`src/rtl/dds_cmd_pkg.sv`:
```
package dds_cmd_pkg;
  typedef enum logic [1:0] {
    DST_CTRL  = 2'b00,
    DST_FREQ0 = 2'b01,
    DST_FREQ1 = 2'b10,
    DST_PHASE = 2'b11
  } dest_e;

  localparam int CB_FULL   = 13;
  localparam int CB_HALF   = 12;
  localparam int CB_FSEL   = 11;
  localparam int CB_PSEL   = 10;
  localparam int CB_CRST   = 8;
  localparam int CB_HALT   = 7;
  localparam int CB_DACOFF = 6;
  localparam int CB_DIGOUT = 5;
  localparam int CB_DIV2   = 3;
  localparam int CB_MODE   = 1;
  localparam int PH_IDX_BIT = 13;
endpackage

```
`src/rtl/dds_word_router.sv`:
```
module dds_word_router
  import dds_cmd_pkg::*;
#(
  parameter int WORD_W = 16
) (
  input  logic              valid,
  input  logic [WORD_W-1:0] word,
  output logic              ctrl_we,
  output logic              freq_we,
  output logic              freq_idx,
  output logic              phase_we,
  output logic              phase_idx
);
  localparam int DST_LO = WORD_W - 2;

  dest_e dst;

  always_comb begin
    dst       = dest_e'(word[WORD_W-1:DST_LO]);
    ctrl_we   = valid && (dst == DST_CTRL);
    freq_we   = valid && ((dst == DST_FREQ0) || (dst == DST_FREQ1));
    freq_idx  = (dst == DST_FREQ1);
    phase_we  = valid && (dst == DST_PHASE);
    phase_idx = word[PH_IDX_BIT];
  end
endmodule

```
`src/rtl/dds_freq_loader.sv`:
```
module dds_freq_loader #(
  parameter int FREQ_W = 28,
  parameter int NUM    = 2
) (
  input  logic                       clk,
  input  logic                       rst,
  input  logic                       full_mode,
  input  logic                       hi_sel,
  input  logic                       we,
  input  logic [$clog2(NUM)-1:0]     idx,
  input  logic [FREQ_W/2-1:0]        payload,
  input  logic                       flush,
  output logic [NUM-1:0][FREQ_W-1:0] freq_q
);
  localparam int HALF_W = FREQ_W / 2;
  localparam int IDX_W  = $clog2(NUM);

  logic              pend_q;
  logic [IDX_W-1:0]  pend_idx_q;
  logic [HALF_W-1:0] pend_lo_q;
  logic              pair_done;

  assign pair_done = we && full_mode && pend_q && (pend_idx_q == idx);

  always_ff @(posedge clk) begin
    if (rst) begin
      pend_q     <= 1'b0;
      pend_idx_q <= '0;
      pend_lo_q  <= '0;
    end else if (flush) begin
      pend_q <= 1'b0;
    end else if (we) begin
      if (full_mode && !pair_done) begin
        pend_q     <= 1'b1;
        pend_idx_q <= idx;
        pend_lo_q  <= payload;
      end else begin
        pend_q <= 1'b0;
      end
    end
  end

  for (genvar g = 0; g < NUM; g++) begin : g_freq
    always_ff @(posedge clk) begin
      if (rst) begin
        freq_q[g] <= '0;
      end else if (we && (idx == IDX_W'(g))) begin
        if (full_mode) begin
          if (pair_done) freq_q[g] <= {payload, pend_lo_q};
        end else if (hi_sel) begin
          freq_q[g][FREQ_W-1:HALF_W] <= payload;
        end else begin
          freq_q[g][HALF_W-1:0] <= payload;
        end
      end
    end
  end


  first_half_hold_chk: assert property (@(posedge clk) disable iff (rst)
    (we && full_mode && !(pend_q && pend_idx_q == idx)) |=> $stable(freq_q));

  flush_clr_chk: assert property (@(posedge clk) disable iff (rst)
    flush |=> !pend_q);

  freq_idle_hold_chk: assert property (@(posedge clk) disable iff (rst)
    !we |=> $stable(freq_q));
endmodule

```
`src/rtl/dds_phase_bank.sv`:
```
module dds_phase_bank #(
  parameter int PHASE_W = 12,
  parameter int NUM     = 2
) (
  input  logic                        clk,
  input  logic                        rst,
  input  logic                        we,
  input  logic [$clog2(NUM)-1:0]      idx,
  input  logic [PHASE_W-1:0]          value,
  output logic [NUM-1:0][PHASE_W-1:0] ph_q
);
  localparam int IDX_W = $clog2(NUM);

  for (genvar g = 0; g < NUM; g++) begin : g_ph
    always_ff @(posedge clk) begin
      if (rst) ph_q[g] <= '0;
      else if (we && (idx == IDX_W'(g))) ph_q[g] <= value;
    end
  end


  phase_store_chk: assert property (@(posedge clk) disable iff (rst)
    we |=> (ph_q[$past(idx)] == $past(value)));

  phase_idle_hold_chk: assert property (@(posedge clk) disable iff (rst)
    !we |=> $stable(ph_q));
endmodule

```
`src/rtl/dds_cmd_decoder.sv`:
```
module dds_cmd_decoder
  import dds_cmd_pkg::*;
#(
  parameter int WORD_W  = 16,
  parameter int FREQ_W  = 28,
  parameter int PHASE_W = 12
) (
  input  logic               clk,
  input  logic               rst,
  input  logic               word_valid,
  input  logic [WORD_W-1:0]  word_data,
  output logic [WORD_W-1:0]  ctrl_reg,
  output logic [FREQ_W-1:0]  freq0,
  output logic [FREQ_W-1:0]  freq1,
  output logic [PHASE_W-1:0] phase0,
  output logic [PHASE_W-1:0] phase1,
  output logic               full_word_mode,
  output logic               half_hi_sel,
  output logic               freq_sel,
  output logic               phase_sel,
  output logic               core_reset,
  output logic               clk_halt,
  output logic               dac_off,
  output logic               dig_out_en,
  output logic               div2_sel,
  output logic               wave_mode
);
  localparam int HALF_W = FREQ_W / 2;
  localparam int BODY_W = WORD_W - 2;

  logic ctrl_we, freq_we, freq_idx, phase_we, phase_idx;
  logic [WORD_W-1:0] ctrl_q;
  logic [1:0][FREQ_W-1:0]  freq_arr;
  logic [1:0][PHASE_W-1:0] ph_arr;

  dds_word_router #(.WORD_W(WORD_W)) u_router (
    .valid     (word_valid),
    .word      (word_data),
    .ctrl_we   (ctrl_we),
    .freq_we   (freq_we),
    .freq_idx  (freq_idx),
    .phase_we  (phase_we),
    .phase_idx (phase_idx)
  );

  always_ff @(posedge clk) begin
    if (rst) ctrl_q <= '0;
    else if (ctrl_we) ctrl_q <= {2'b00, word_data[BODY_W-1:0]};
  end

  dds_freq_loader #(.FREQ_W(FREQ_W), .NUM(2)) u_freq (
    .clk       (clk),
    .rst       (rst),
    .full_mode (ctrl_q[CB_FULL]),
    .hi_sel    (ctrl_q[CB_HALF]),
    .we        (freq_we),
    .idx       (freq_idx),
    .payload   (word_data[HALF_W-1:0]),
    .flush     (ctrl_we || phase_we),
    .freq_q    (freq_arr)
  );

  dds_phase_bank #(.PHASE_W(PHASE_W), .NUM(2)) u_phase (
    .clk   (clk),
    .rst   (rst),
    .we    (phase_we),
    .idx   (phase_idx),
    .value (word_data[PHASE_W-1:0]),
    .ph_q  (ph_arr)
  );

  assign ctrl_reg       = ctrl_q;
  assign freq0          = freq_arr[0];
  assign freq1          = freq_arr[1];
  assign phase0         = ph_arr[0];
  assign phase1         = ph_arr[1];
  assign full_word_mode = ctrl_q[CB_FULL];
  assign half_hi_sel    = ctrl_q[CB_HALF];
  assign freq_sel       = ctrl_q[CB_FSEL];
  assign phase_sel      = ctrl_q[CB_PSEL];
  assign core_reset     = ctrl_q[CB_CRST];
  assign clk_halt       = ctrl_q[CB_HALT];
  assign dac_off        = ctrl_q[CB_DACOFF];
  assign dig_out_en     = ctrl_q[CB_DIGOUT];
  assign div2_sel       = ctrl_q[CB_DIV2];
  assign wave_mode      = ctrl_q[CB_MODE];


  ctrl_top_zero_chk: assert property (@(posedge clk) disable iff (rst)
    ctrl_reg[WORD_W-1:BODY_W] == 2'b00);

  ctrl_hold_chk: assert property (@(posedge clk) disable iff (rst)
    !(word_valid && word_data[WORD_W-1:BODY_W] == 2'b00) |=> $stable(ctrl_reg));

  core_reset_keep_chk: assert property (@(posedge clk) disable iff (rst)
    (core_reset && !word_valid) |=> ($stable(freq0) && $stable(phase0)));
endmodule

```
`config.mk`:
```
export PLATFORM = sky130hd
export DESIGN_NAME = dds_cmd_decoder
export DESIGN_NICKNAME = d
export VERILOG_FILES = /design/src/rtl/dds_cmd_pkg.sv /design/src/rtl/dds_word_router.sv /design/src/rtl/dds_freq_loader.sv /design/src/rtl/dds_phase_bank.sv /design/src/rtl/dds_cmd_decoder.sv
export SDC_FILE = /design/constraint.sdc
export NUM_CORES = 1
export LEC_CHECK = 0
export BUFFER_PORTS_ARGS = -buffer_cell sky130_fd_sc_hd__buf_2
export CORE_ASPECT_RATIO = 0.75
export CORE_MARGIN = 2
export CORE_UTILIZATION = 40
export CTS_CLUSTER_DIAMETER = 60
export CTS_CLUSTER_SIZE = 20
export DETAILED_ROUTE_END_ITERATION = 8
export SLEW_MARGIN = 0
export SYNTH_ARGS = -nofsm -noshare
export SYNTH_HDL_FRONTEND = slang
export SYNTH_SLANG_ARGS = --single-unit
```
`constraint.sdc`:
```
create_clock -name clk -period 3.62 [get_ports clk]
set_input_delay 0.543 -clock clk [delete_from_list [all_inputs] [get_ports clk]]
set_output_delay 0.543 -clock clk [all_outputs]
set_load 0.01 [all_outputs]
```
==> results by group, run 1 <==
Final layout
  – Syn-to-layout area delta: 17.2%
  – # diodes: 0
  – Core Util, Final: 0.482
  – Reg with most FFs: u_freq.freq_q
  – Top flop regs: u_freq.freq_q (56), u_phase.ph_q (24)
  – Max reg flops: between 50 and 60
  – Filler cells: around 1.2k
  – Nets: ~670
  – Share of post-route cells with drive strength above 1: 0.251

Floorplan
  – Chip width: about 130 µm
  – CORE AREA: around 0.012 mm²
  – Num ports: ~130
  – Die ar.: between 0.01 and 0.015 mm²
  – FP Rows: 35
  – Chip Height: 101 µm
  – Initial Utilization: 0.411

Critical path
  – Type of the worst setup path: reg2reg
  – Critical path capture point type: register
  – Highest-delay cell along the critical path: dfxtp_1
  – Worst Path Buf+Inv: 0
  – CP Launch Type: register
  – Critical path cell sequence: and3_1, a31oi_1, nor2_2, mux2i_1
  – Worst-path maximum fanout: 21
  – CP max stage delay: around 0.94 ns
  – Critical Path RT: roughly 3.9 ns
  – Crit path DAT: between 2 and 3 ns
  – CP top delay family: simple AND/OR/NAND/NOR gates

Routing
  – Antenna viol nets, final: 0
  – Drt total wl: ~14,000 µm
  – Initial DRC count: 336
  – DR WL/cell: roughly 17 µm
  – Pre-Repair DR Iteration Count: 5
  – Detailed-route DRC error count: 0
  – Vias per inst: 5.30
  – Vias: about 4.4k

Timing
  – Clk_skew: ~0.0047 ns
  – Final hold vios: 0
  – Final period utilization: 0.704
  – Setup tns final: 0 ns
  – Endpoints failing setup: 0
  – Slew of the pin with the lowest slew margin: 1.00 ns
  – Final Slew Violations: 0
  – Worst slew margin: 0.332
  – RSZ-0062 raised after global routing: no
  – F_max: between 0.3 and 0.4 GHz
  – Post-layout minimum cycle time: roughly 2.5 ns

Clocking
  – Cts hold-fix bufs: 0
  – Longest Clk Path Bufs: 2
  – CTS Root Cell: clkbuf_16
  – CTS tree: built
  – CTS H-tree depth: 3
  – CTS Sinks: 110
  – Clock latency on the worst-skew pair: approximately 0.35 ns
  – Setup Buffers After CTS: 0
  – CTS Buf Count: 9
  – Post-CTS sizing: 0
  – CTS clk-pin slew, worst paths: ~0.070 ns

Logic synthesis
  – Part of the Yosys area used for sequential elements: 0.435
  – Synth top area share: 0.435
  – Netlist Area Pre-Place: between 0.005 and 0.006 mm²
  – Synth top area cells: dfxtp_1 (44%), mux2i_1 (11%), nand2_1 (6.8%)
  – FF+latch count, synth: between 100 and 150
  – YS warnings: 0
  – Netlist cell types: 34
  – Cells after synthesis: ~570
  – Post-synth EDFFs: 0
  – Cell taking the most area after synthesis: dfxtp_1
  – Top_reg_cell synth: dfxtp_1
  – Avg Cell Area, Syn: 8.89 µm²
  – Fraction of registers with async set/reset: 0

GRT
  – Total track usage: 0.200
  – Grt met3 use: 0.0546
  – Initial antenna violation count: 1
  – Met2 Usage GRT: 0.315
  – Met1 GRT Util: 0.271
  – Largest net degree at the start of global routing: 57
  – Vias in the first global route: 4,091
  – Total grt overflow: 0
  – First-pass GRT wire length: roughly 21,000 µm
  – GRT busiest layer: met2

Pwr
  – Peak VDD IR: 0.000254 V
  – Overall power: between 2 and 3 mW
  – P per Cell Area: around 430 mW/mm²
  – Static Leak: 2.52 nW

Placed design
  – Port Buf Inserts: around 120
  – RePlAce Congestion: about 0.8
  – Dpl hpwl: a little over 9000 µm

Min path
  – HP Class: reg2reg

Outcome
  – Status: complete, no violations

Flow run
  – Maximum capacitance violations: 0
## area by class of cell
type | count | area, µm² | area share
timing repair buffer | 132 | 698 | 0.118
inverter | 3 | 11.3 | 0.00190
tap | 166 | 208 | 0.0350
multi-input combinational | 396 | 2510 | 0.423
sequential | 110 | 2200 | 0.372
clock buffer | 10 | 229 | 0.0386
clock inverter | 6 | 68.8 | 0.0116
## synthesized netlist by cell type, types with 7 or more instances
cell,count
dfxtp_1,110
nand2_1,91
mux2i_1,55
nor2_1,42
a21oi_1,41
clkbuf_1,31
nand2b_1,20
nand3_1,17
and3_1,16
nor3_1,15
a221oi_1,14
mux2_2,14
nor3b_1,14
o311ai_0,14
o41ai_1,14
buf_4,13
nor2b_1,13
buf_2,7
## routing by layer
layer  part of all wire  up-vias  wire, µm
li1                   -     2145         -
met5            0.00095        -        13
met1               0.48     2089      6510
met2               0.45      111      6150
met3              0.058       14       794
met4              0.011        2       154
## where the power goes
part / internal, mW / switching, mW / leakage (nW)
sequential: 1.25 / 0.0253 / 0.890
clock: 0.544 / 0.467 / 0.149
combinational: 0.104 / 0.172 / 1.48
## worst paths after layout
path                              startpoint  slack, ns                end  cells past startpoint
worst max-delay path            ctrl_reg[13]       1.07  u_freq.freq_q[39]                      4
worst min-delay path             ctrl_reg[0]       0.45        ctrl_reg[0]                      2
worst max register to register  ctrl_reg[13]       1.07  u_freq.freq_q[39]                      4
worst min register to register   ctrl_reg[0]       0.45        ctrl_reg[0]                      2
## cells by family after synthesis
family | count (synthesis) | synth area share
fa+ha+maj | 3 | 0.00742
flops | 110 | 0.435
xor+xnor | 1 | 0.00544
simple gates | 234 | 0.221
compound gates | 87 | 0.121
mux | 69 | 0.140
other cells | 1 | 0.000741
buf+inv | 64 | 0.0693
## cell usage in the layout, fill, tap and decap left out, drive strengths merged, types with 2 or more instances in the layout
cell / instances
a31oi: 2
nor2: 43
dfxtp: 110
nand3: 17
inv: 5
nor3: 16
a21oi: 41
o311ai: 14
mux2i: 55
clkinv: 3
nor2b: 13
buf: 132
conb: 2
ha: 3
nand2b: 20
and3: 16
mux2: 14
o41ai: 14
a221oi: 14
nor3b: 14
nand2: 91
clkbuf: 10
## stage by stage
step	hold slack, ns	cell area, µm²	worst slack [ns]	std cells
after floorplan	0.454	5060	1.54	570
after global placement	0.439	5630	0.927	807
after detailed placement	0.444	5630	0.777	807
after CTS	0.454	5930	1.08	823
after global routing	0.473	5930	0.907	823
final	0.453	5930	1.07	823
## worst register-to-register path, cell delays in order (launching register included)
cell,delay [ns]
dfxtp_1,0.94
and3_1,0.31
a31oi_1,0.14
nor2_2,0.80
mux2i_1,0.29
Note: power is estimated with default switching activity, not from simulation.
==> run 2: changes to the inputs <==
--- a/config.mk
+++ b/config.mk
@@ -12,6 +12,7 @@
 export CTS_CLUSTER_DIAMETER = 60
 export CTS_CLUSTER_SIZE = 20
 export DETAILED_ROUTE_END_ITERATION = 8
+export PLACE_DENSITY = 0.65
 export SLEW_MARGIN = 0
 export SYNTH_ARGS = -nofsm -noshare
 export SYNTH_HDL_FRONTEND = slang
==> constraint.sdc (replaced) <==
create_clock -name clk -period 2.1 [get_ports clk]
set_input_delay 0.315 -clock clk [delete_from_list [all_inputs] [get_ports clk]]
set_output_delay 0.315 -clock clk [all_outputs]
set_load 0.01 [all_outputs]
==> run 2 against run 1 <==
  * Via count decreased by 0.30%
  * Critical path depth is 4 higher
  * Clock-buffer cell count is 1 higher
  * Register-to-register slack got worse by 0.65 ns
  * Hold slack got worse by 0.18 ns
  * Combinational power grew 82%
  * Non-clock buffer count rose by 6
  * Worst setup slack lost 0.68 ns
  * Utilization increased by 0.93 points
  * Clock power up 58%
  * Critical path type is now in2reg
==> results by group, run 2 (same netlist as run 1, synthesis figures left out) <==
Outcome
  – Status: complete, no violations (unchanged)

GRT
  – Initial antenna violation count: 1 (unchanged)
  – First-pass GRT wire length: 21,100 µm (was 21,300 µm)
  – Total grt overflow: 0 (unchanged)
  – Largest net degree at the start of global routing: 95 (was 57)
  – Total track usage: 0.196 (was 0.200)
  – Vias in the first global route: 4,037 (was 4,091)

Routing
  – Vias per inst: 5.24 (was 5.30)
  – DR WL/cell: 16.4 µm (was 16.6 µm)
  – Pre-Repair DR Iteration Count: 5 (unchanged)
  – Drt total wl: 13,600 µm (about the same)
  – Detailed-route DRC error count: 0 (unchanged)
  – Initial DRC count: 277 (was 336)
  – Antenna viol nets, final: 0 (unchanged)
  – Vias: 4,348 (was 4,361)

Critical path
  – Worst-path maximum fanout: 56 (was 21)
  – Critical path cell sequence: buf_2, inv_1, ha_1, xnor2_4, nand3_1, buf_12, a221oi_1, o41ai_1 (was and3_1, a31oi_1, nor2_2, mux2i_1)
  – Highest-delay cell along the critical path: ha_1 (was dfxtp_1)
  – Critical Path RT: 2.32 ns (was 3.89 ns)
  – Crit path DAT: 1.92 ns (was 2.82 ns)
  – CP Launch Type: input port (was register)
  – Crit path from: word_data[14] (was ctrl_reg[13])
  – CP max stage delay: 0.38 ns (was 0.94 ns)
  – Critical R2R Launch: ctrl_reg[13] (unchanged)
  – Critical path capture point type: register (unchanged)
  – Type of the worst setup path: in2reg (was reg2reg)

Floorplan
  – CORE AREA: 0.0123 mm² (unchanged)
  – Initial Utilization: 0.411 (unchanged)
  – Chip width: 134 µm (unchanged)
  – Die ar.: 0.0136 mm² (unchanged)
  – Chip Height: 101 µm (unchanged)
  – Num ports: 125 (unchanged)
  – FP Rows: 35 (unchanged)

Final layout
  – Area of the multi-input gates: 0.00251 mm² (unchanged)
  – Max reg flops: 56 (unchanged)
  – Nets: 680 (was 674)
  – Most frequent cells in the layout: buf_2 (122), dfxtp_1 (110), nand2_1 (91) (unchanged)
  – Filler cells: 1,160 (was 1,174)
  – Syn-to-layout area delta: 19.4% (was 17.2%)
  – Commonest non-fill, non-tap cell in the layout: buf_2 (unchanged)
  – Share of post-route cells with drive strength above 1: 0.258 (was 0.251)
  – Top flop regs: u_freq.freq_q (56), u_phase.ph_q (24) (unchanged)
  – Register area: 0.00220 mm² (unchanged)
  – Reg with most FFs: u_freq.freq_q (unchanged)

Pwr
  – Static Leak: 2.56 nW (was 2.52 nW)
  – Peak VDD IR: 0.000438 V (was 0.000254 V)
  – P per Cell Area: 711 mW/mm² (was 432 mW/mm²)
  – Overall power: 4.29 mW (was 2.56 mW)

Timing
  – Final period utilization: 0.811
  – F_max: 0.587 GHz
  – Slew of the pin with the lowest slew margin: 0.527 ns (was 1.00 ns)
  – Endpoints failing setup: 0 (unchanged)
  – Worst slew margin: 0.648 (was 0.332)
  – RSZ-0062 raised after global routing: no (unchanged)
  – Setup tns final: 0 ns (unchanged)
  – Clk_skew: 0.00366 ns (was 0.00468 ns)
  – Final Slew Violations: 0 (unchanged)
  – Final hold vios: 0 (unchanged)
  – Final WS setup: 0.396 ns (was 1.07 ns)
  – Post-layout minimum cycle time: between 1.5 and 2 ns

Clocking
  – CTS Sinks: 110 (unchanged)
  – Longest Clk Path Bufs: 2 (unchanged)
  – CTS H-tree depth: 3 (unchanged)
  – CTS clk-pin slew, worst paths: 0.07 ns (about the same)
  – CTS Root Cell: clkbuf_16 (unchanged)
  – Post-CTS sizing: 0 (unchanged)
  – CTS Buf Count: 9 (unchanged)
  – Setup Buffers After CTS: 0 (unchanged)
  – CTS tree: built (unchanged)
  – Cts hold-fix bufs: 0 (unchanged)
  – Clock latency on the worst-skew pair: 0.34 ns (was 0.35 ns)

Min path
  – Min-delay src: word_data[12] (was ctrl_reg[0])
  – HP Class: in2reg (was reg2reg)

Placed design
  – Dpl hpwl: 9270 µm (was 9250 µm)
  – Pre-CTS setup slack: 0.0533 ns (was 0.777 ns)
  – Port Buf Inserts: 122 (unchanged)
  – RePlAce Congestion: 0.797 (was 0.777)

Flow run
  – Maximum capacitance violations: 0 (unchanged)
[run 2: changes by cell type in the layout (fill, tap and decap cells not counted), sizes merged]
cell | previous run | this run
clkbuf | 10 | 11
bufinv | 1 | 0
inv | 5 | 4
clkinv | 3 | 2
clkinvlp | 0 | 2
diode | 0 | 1
buf | 132 | 138
[run 2: worst max-delay path, delay by kind of cell]
kind	cells	cell delay, ns
adders and majority gates	1	0.38
buffers and inverters	3	0.40
and+or+nand+nor	1	0.16
xor gates and xnor gates	1	0.19
AOI/OAI and AO/OA	2	0.46
[run 2: per-stage QoR]
step	hold WS (ns)	utilization	instances	instance area, µm²
final	0.270	0.491	830	6040
after global routing	0.263	0.491	829	6040
after CTS	0.249	0.491	829	6040
after detailed placement	0.444	0.468	813	5760
after global placement	0.440	0.468	813	5760
after floorplan	0.448	-	570	5060
[run 2: where the power goes]
part           switching [mW]  leakage [nW]  total, mW  internal (mW)
Sequential             0.0407         0.890       2.19           2.15
Clock                   0.764         0.132       1.60          0.839
Combinational           0.305          1.54      0.501          0.195
[run 2: final cells by class]
| cell class | instances | share of cell area |
|---|---|---|
| multi-input combinational | 396 | 0.415 |
| sequential | 110 | 0.365 |
| timing repair buffer | 138 | 0.138 |
| clock buffer | 11 | 0.0402 |
| tap | 166 | 0.0344 |
| clock inverter | 5 | 0.00559 |
| inverter | 3 | 0.00186 |
| antenna | 1 | 0.000414 |
[run 2: worst paths after layout]
path	to	slack, ns	cells past startpoint
max	u_freq.freq_q[21]	0.40	8
min	ctrl_reg[12]	0.27	3
max reg2reg	u_freq.freq_q[21]	0.42	5
min reg2reg	ctrl_reg[2]	0.45	2
[run 2: layer usage]
layer  GRT usage  wire length (µm)  up-vias
met4      0.0426               147        0
met2       0.304              6010      145
met5           0                 0        -
met1       0.274              6590     2029
met3      0.0551               865       13
li1            -                 -     2161
==> run 3: changes to the inputs <==
==> constraint.sdc (replaced) <==
create_clock -name clk -period 1.49 [get_ports clk]
set_input_delay 0.2235 -clock clk [delete_from_list [all_inputs] [get_ports clk]]
set_output_delay 0.2235 -clock clk [all_outputs]
set_load 0.01 [all_outputs]
==> run 3 against run 2 <==
  * The flow now finishes with violations (setup timing)
  * Sequential share of layout area fell by 5.4 points
  * Total power rose by 56%
  * Non-clock buffer count rose by 45
  * Hold slack got worse by 0.11 ns
  * Via count rose by 8.6%
  * Combinational power rose by 87%
  * Clock skew rose by 0.0041 ns
  * Final cell count rose by 5.3%
  * Die area did not move
  * Clock power rose by 69%
  * Utilization rose by 8.7 points
  * Highest routed layer unchanged
==> results by group, run 3 (same netlist as run 1, synthesis figures left out) <==
Critical path
  – Critical Path RT: 1.72 ns (was 2.32 ns)
  – Crit path DAT: 1.82 ns (was 1.92 ns)
  – Critical R2R Launch: ctrl_reg[13] (unchanged)
  – Type of the worst setup path: reg2reg (was in2reg)
  – Cell depth of the worst flop-to-flop path: 6 (was 5)
  – CP Launch Type: register (was input port)
  – FF-to-FF setup slack: -0.10 ns (was 0.42 ns)
  – Critical path capture point type: register (unchanged)
  – Reg2reg end: u_freq.freq_q[26] (was u_freq.freq_q[21])
  – Worst-path maximum fanout: 5 (was 56)

Placed design
  – Dpl hpwl: 9950 µm (was 9270 µm)
  – Pre-CTS setup slack: -0.828 ns (was 0.0533 ns)
  – Port Buf Inserts: 122 (unchanged)
  – RePlAce Congestion: 0.812 (was 0.797)
  – Placed cell areas: 0.00613 mm² (was 0.00576 mm²)
  – Dpl cells: 843 (was 813)

Routing
  – Drt total wl: 15,900 µm (was 13,600 µm)
  – Vias: 4,721 (was 4,348)
  – Vias per inst: 5.40 (was 5.24)
  – Antenna viol nets, final: 0 (unchanged)
  – DR WL/cell: 18.1 µm (was 16.4 µm)
  – Pre-Repair DR Iteration Count: 4 (was 5)
  – Detailed-route DRC error count: 0 (unchanged)
  – Initial DRC count: 287 (was 277)

Clocking
  – CTS tree: built (unchanged)
  – Longest Clk Path Bufs: 2 (unchanged)
  – CTS Sinks: 110 (unchanged)
  – Cts hold-fix bufs: 0 (unchanged)
  – Clock latency on the worst-skew pair: 0.35 ns (was 0.34 ns)
  – CTS H-tree depth: 3 (unchanged)
  – CTS clk-pin slew, worst paths: 0.08 ns (was 0.07 ns)
  – CTS Buf Count: 9 (unchanged)
  – CTS Root Cell: clkbuf_16 (unchanged)

Timing
  – Final Slew Violations: 0 (unchanged)
  – RSZ-0062 raised after global routing: yes (was no)
  – Endpoints failing setup: 23 (was 0)
  – Clk_skew: 0.00780 ns (was 0.00366 ns)
  – Final hold vios: 0 (unchanged)
  – Final hold slack: 0.161 ns (was 0.270 ns)
  – Post-layout minimum cycle time: about 1.6 ns
  – Setup tns final: -0.785 ns (was 0 ns)
  – Final WS setup: -0.101 ns (was 0.396 ns)
  – Final period utilization: 1.07
  – F_max: ~0.63 GHz

GRT
  – Vias in the first global route: 4,526 (was 4,037)
  – Total grt overflow: 0 (unchanged)
  – First-pass GRT wire length: 23,900 µm (was 21,100 µm)
  – Initial antenna violation count: 0 (was 1)
  – Total track usage: 0.225 (was 0.196)
  – Largest net degree at the start of global routing: 43 (was 95)

Floorplan
  – Num ports: 125 (unchanged)
  – Die ar.: 0.0136 mm² (unchanged)
  – Chip width: 134 µm (unchanged)
  – Initial Utilization: 0.411 (unchanged)
  – CORE AREA: 0.0123 mm² (unchanged)
  – FP Rows: 35 (unchanged)
  – Chip Height: 101 µm (unchanged)

Final layout
  – # diodes: 0 (was 1)
  – Reg with most FFs: u_freq.freq_q (unchanged)
  – Nets: 725 (was 680)
  – Max reg flops: 56 (unchanged)
  – Syn-to-layout area delta: 40.5% (was 19.4%)
  – Commonest non-fill, non-tap cell in the layout: buf_2 (unchanged)
  – Share of post-route cells with drive strength above 1: 0.387 (was 0.258)
  – Fin area: 0.00711 mm² (was 0.00604 mm²)
  – Most frequent cells in the layout: buf_2 (121), dfxtp_1 (108), nand2_1 (91) (was buf_2 (122), dfxtp_1 (110), nand2_1 (91))
  – Top flop regs: u_freq.freq_q (56), u_phase.ph_q (24) (unchanged)
  – Final Non-Filler Cells: 874 (was 830)

Min path
  – Hold depth: 3 (unchanged)
  – Hold EP: ctrl_reg[12] (unchanged)
  – Min-delay src: word_data[12] (unchanged)
  – HP Class: in2reg (unchanged)

Pwr
  – Register share of total power: 0.459 (was 0.510)
  – Static Leak: 3.06 nW (was 2.56 nW)
  – P per Cell Area: 945 mW/mm² (was 711 mW/mm²)
  – Combinational power share: 0.140 (was 0.117)
  – Peak VDD IR: 0.000626 V (was 0.000438 V)
  – P_sw: 1.73 mW (was 1.11 mW)
  – Fraction of power consumed by the clock network: 0.401 (was 0.373)
  – P_int: 4.99 mW (was 3.18 mW)
  – Switch share: 0.258 (about the same)

Flow run
  – Maximum capacitance violations: 0 (unchanged)

Outcome
  – Failing checks: setup timing
  – Status: finished with violations (was complete, no violations)
[run 3: cell types whose count changed in the layout (fill, tap and decap cells not counted), moves of 5 or more]
| cell | before | now |
|---|---|---|
| o41ai_2 | 0 | 6 |
| buf_4 | 8 | 37 |
| buf_12 | 8 | 13 |
| and3_4 | 0 | 12 |
| a221oi_1 | 14 | 0 |
| o311ai_1 | 0 | 5 |
| o41ai_1 | 14 | 8 |
| o311ai_0 | 14 | 2 |
| nor3_1 | 15 | 8 |
| a221oi_2 | 0 | 12 |
| and3_1 | 16 | 4 |
| o311ai_2 | 0 | 6 |
[run 3: cell type report]
| class | instances | area (µm²) |
|---|---|---|
| repair buffers | 183 | 1410 |
| fillers | 1038 | 5200 |
| well taps | 166 | 208 |
| clock inverters | 5 | 88.8 |
| inverters | 3 | 23.8 |
| flip-flops and latches | 110 | 2210 |
| multi-input cells | 396 | 2920 |
| clock buffers | 11 | 243 |
[run 3: per-stage QoR]
stage / power, mW / utilization
2_1_floorplan: 3.62 / -
3_5_place_dp: 3.95 / 0.498
6_report: 6.72 / 0.578
5_1_grt: 6.95 / 0.578
3_3_place_gp: 3.93 / 0.498
4_1_cts: 6.71 / 0.561
[run 3: worst max path at each step]
stage | from | endpoint
after floorplan | word_data[14] | u_freq.freq_q[10]
after global placement | word_data[14] | u_freq.freq_q[33]
after detailed placement | word_data[14] | u_freq.freq_q[34]
after CTS | u_freq.pend_idx_q | u_freq.freq_q[17]
after global routing | ctrl_reg[13] | u_freq.freq_q[16]
final | ctrl_reg[13] | u_freq.freq_q[26]
[run 3: timing repair]
action	in CTS	in global routing
gates cloned	6	1
gates resized for setup	36	33
pin swaps	6	11
endpoints found under the setup margin	69	37
buffers inserted	6	2
[run 3: worst max-delay path, cell delays in order (launching register included)]
cell,delay (ns)
dfxtp_4,0.36
buf_12,0.13
nand2b_4,0.20
clkbuf_16,0.19
and3_1,0.18
a221oi_2,0.28
o41ai_1,0.13
[run 3: power groups by stage]
| stage | Combinational, mW | Clock, mW | Sequential (mW) |
|---|---|---|---|
| 6_report | 0.938 | 2.70 | 3.09 |
| 5_1_grt | 1.00 | 2.85 | 3.09 |
| 4_1_cts | 0.888 | 2.74 | 3.08 |
| 3_5_place_dp | 0.800 | 0 | 3.15 |
| 3_3_place_gp | 0.784 | 0 | 3.15 |
| 2_1_floorplan | 0.434 | 0 | 3.19 |
[run 3: layer usage]
metal / share of wire / up-vias / GRT usage
met5: 0 / - / 0
met4: 0.019 / 0 / 0.0818
met3: 0.058 / 31 / 0.0551
met2: 0.46 / 163 / 0.356
met1: 0.47 / 2264 / 0.302
li1: - / 2263 / -
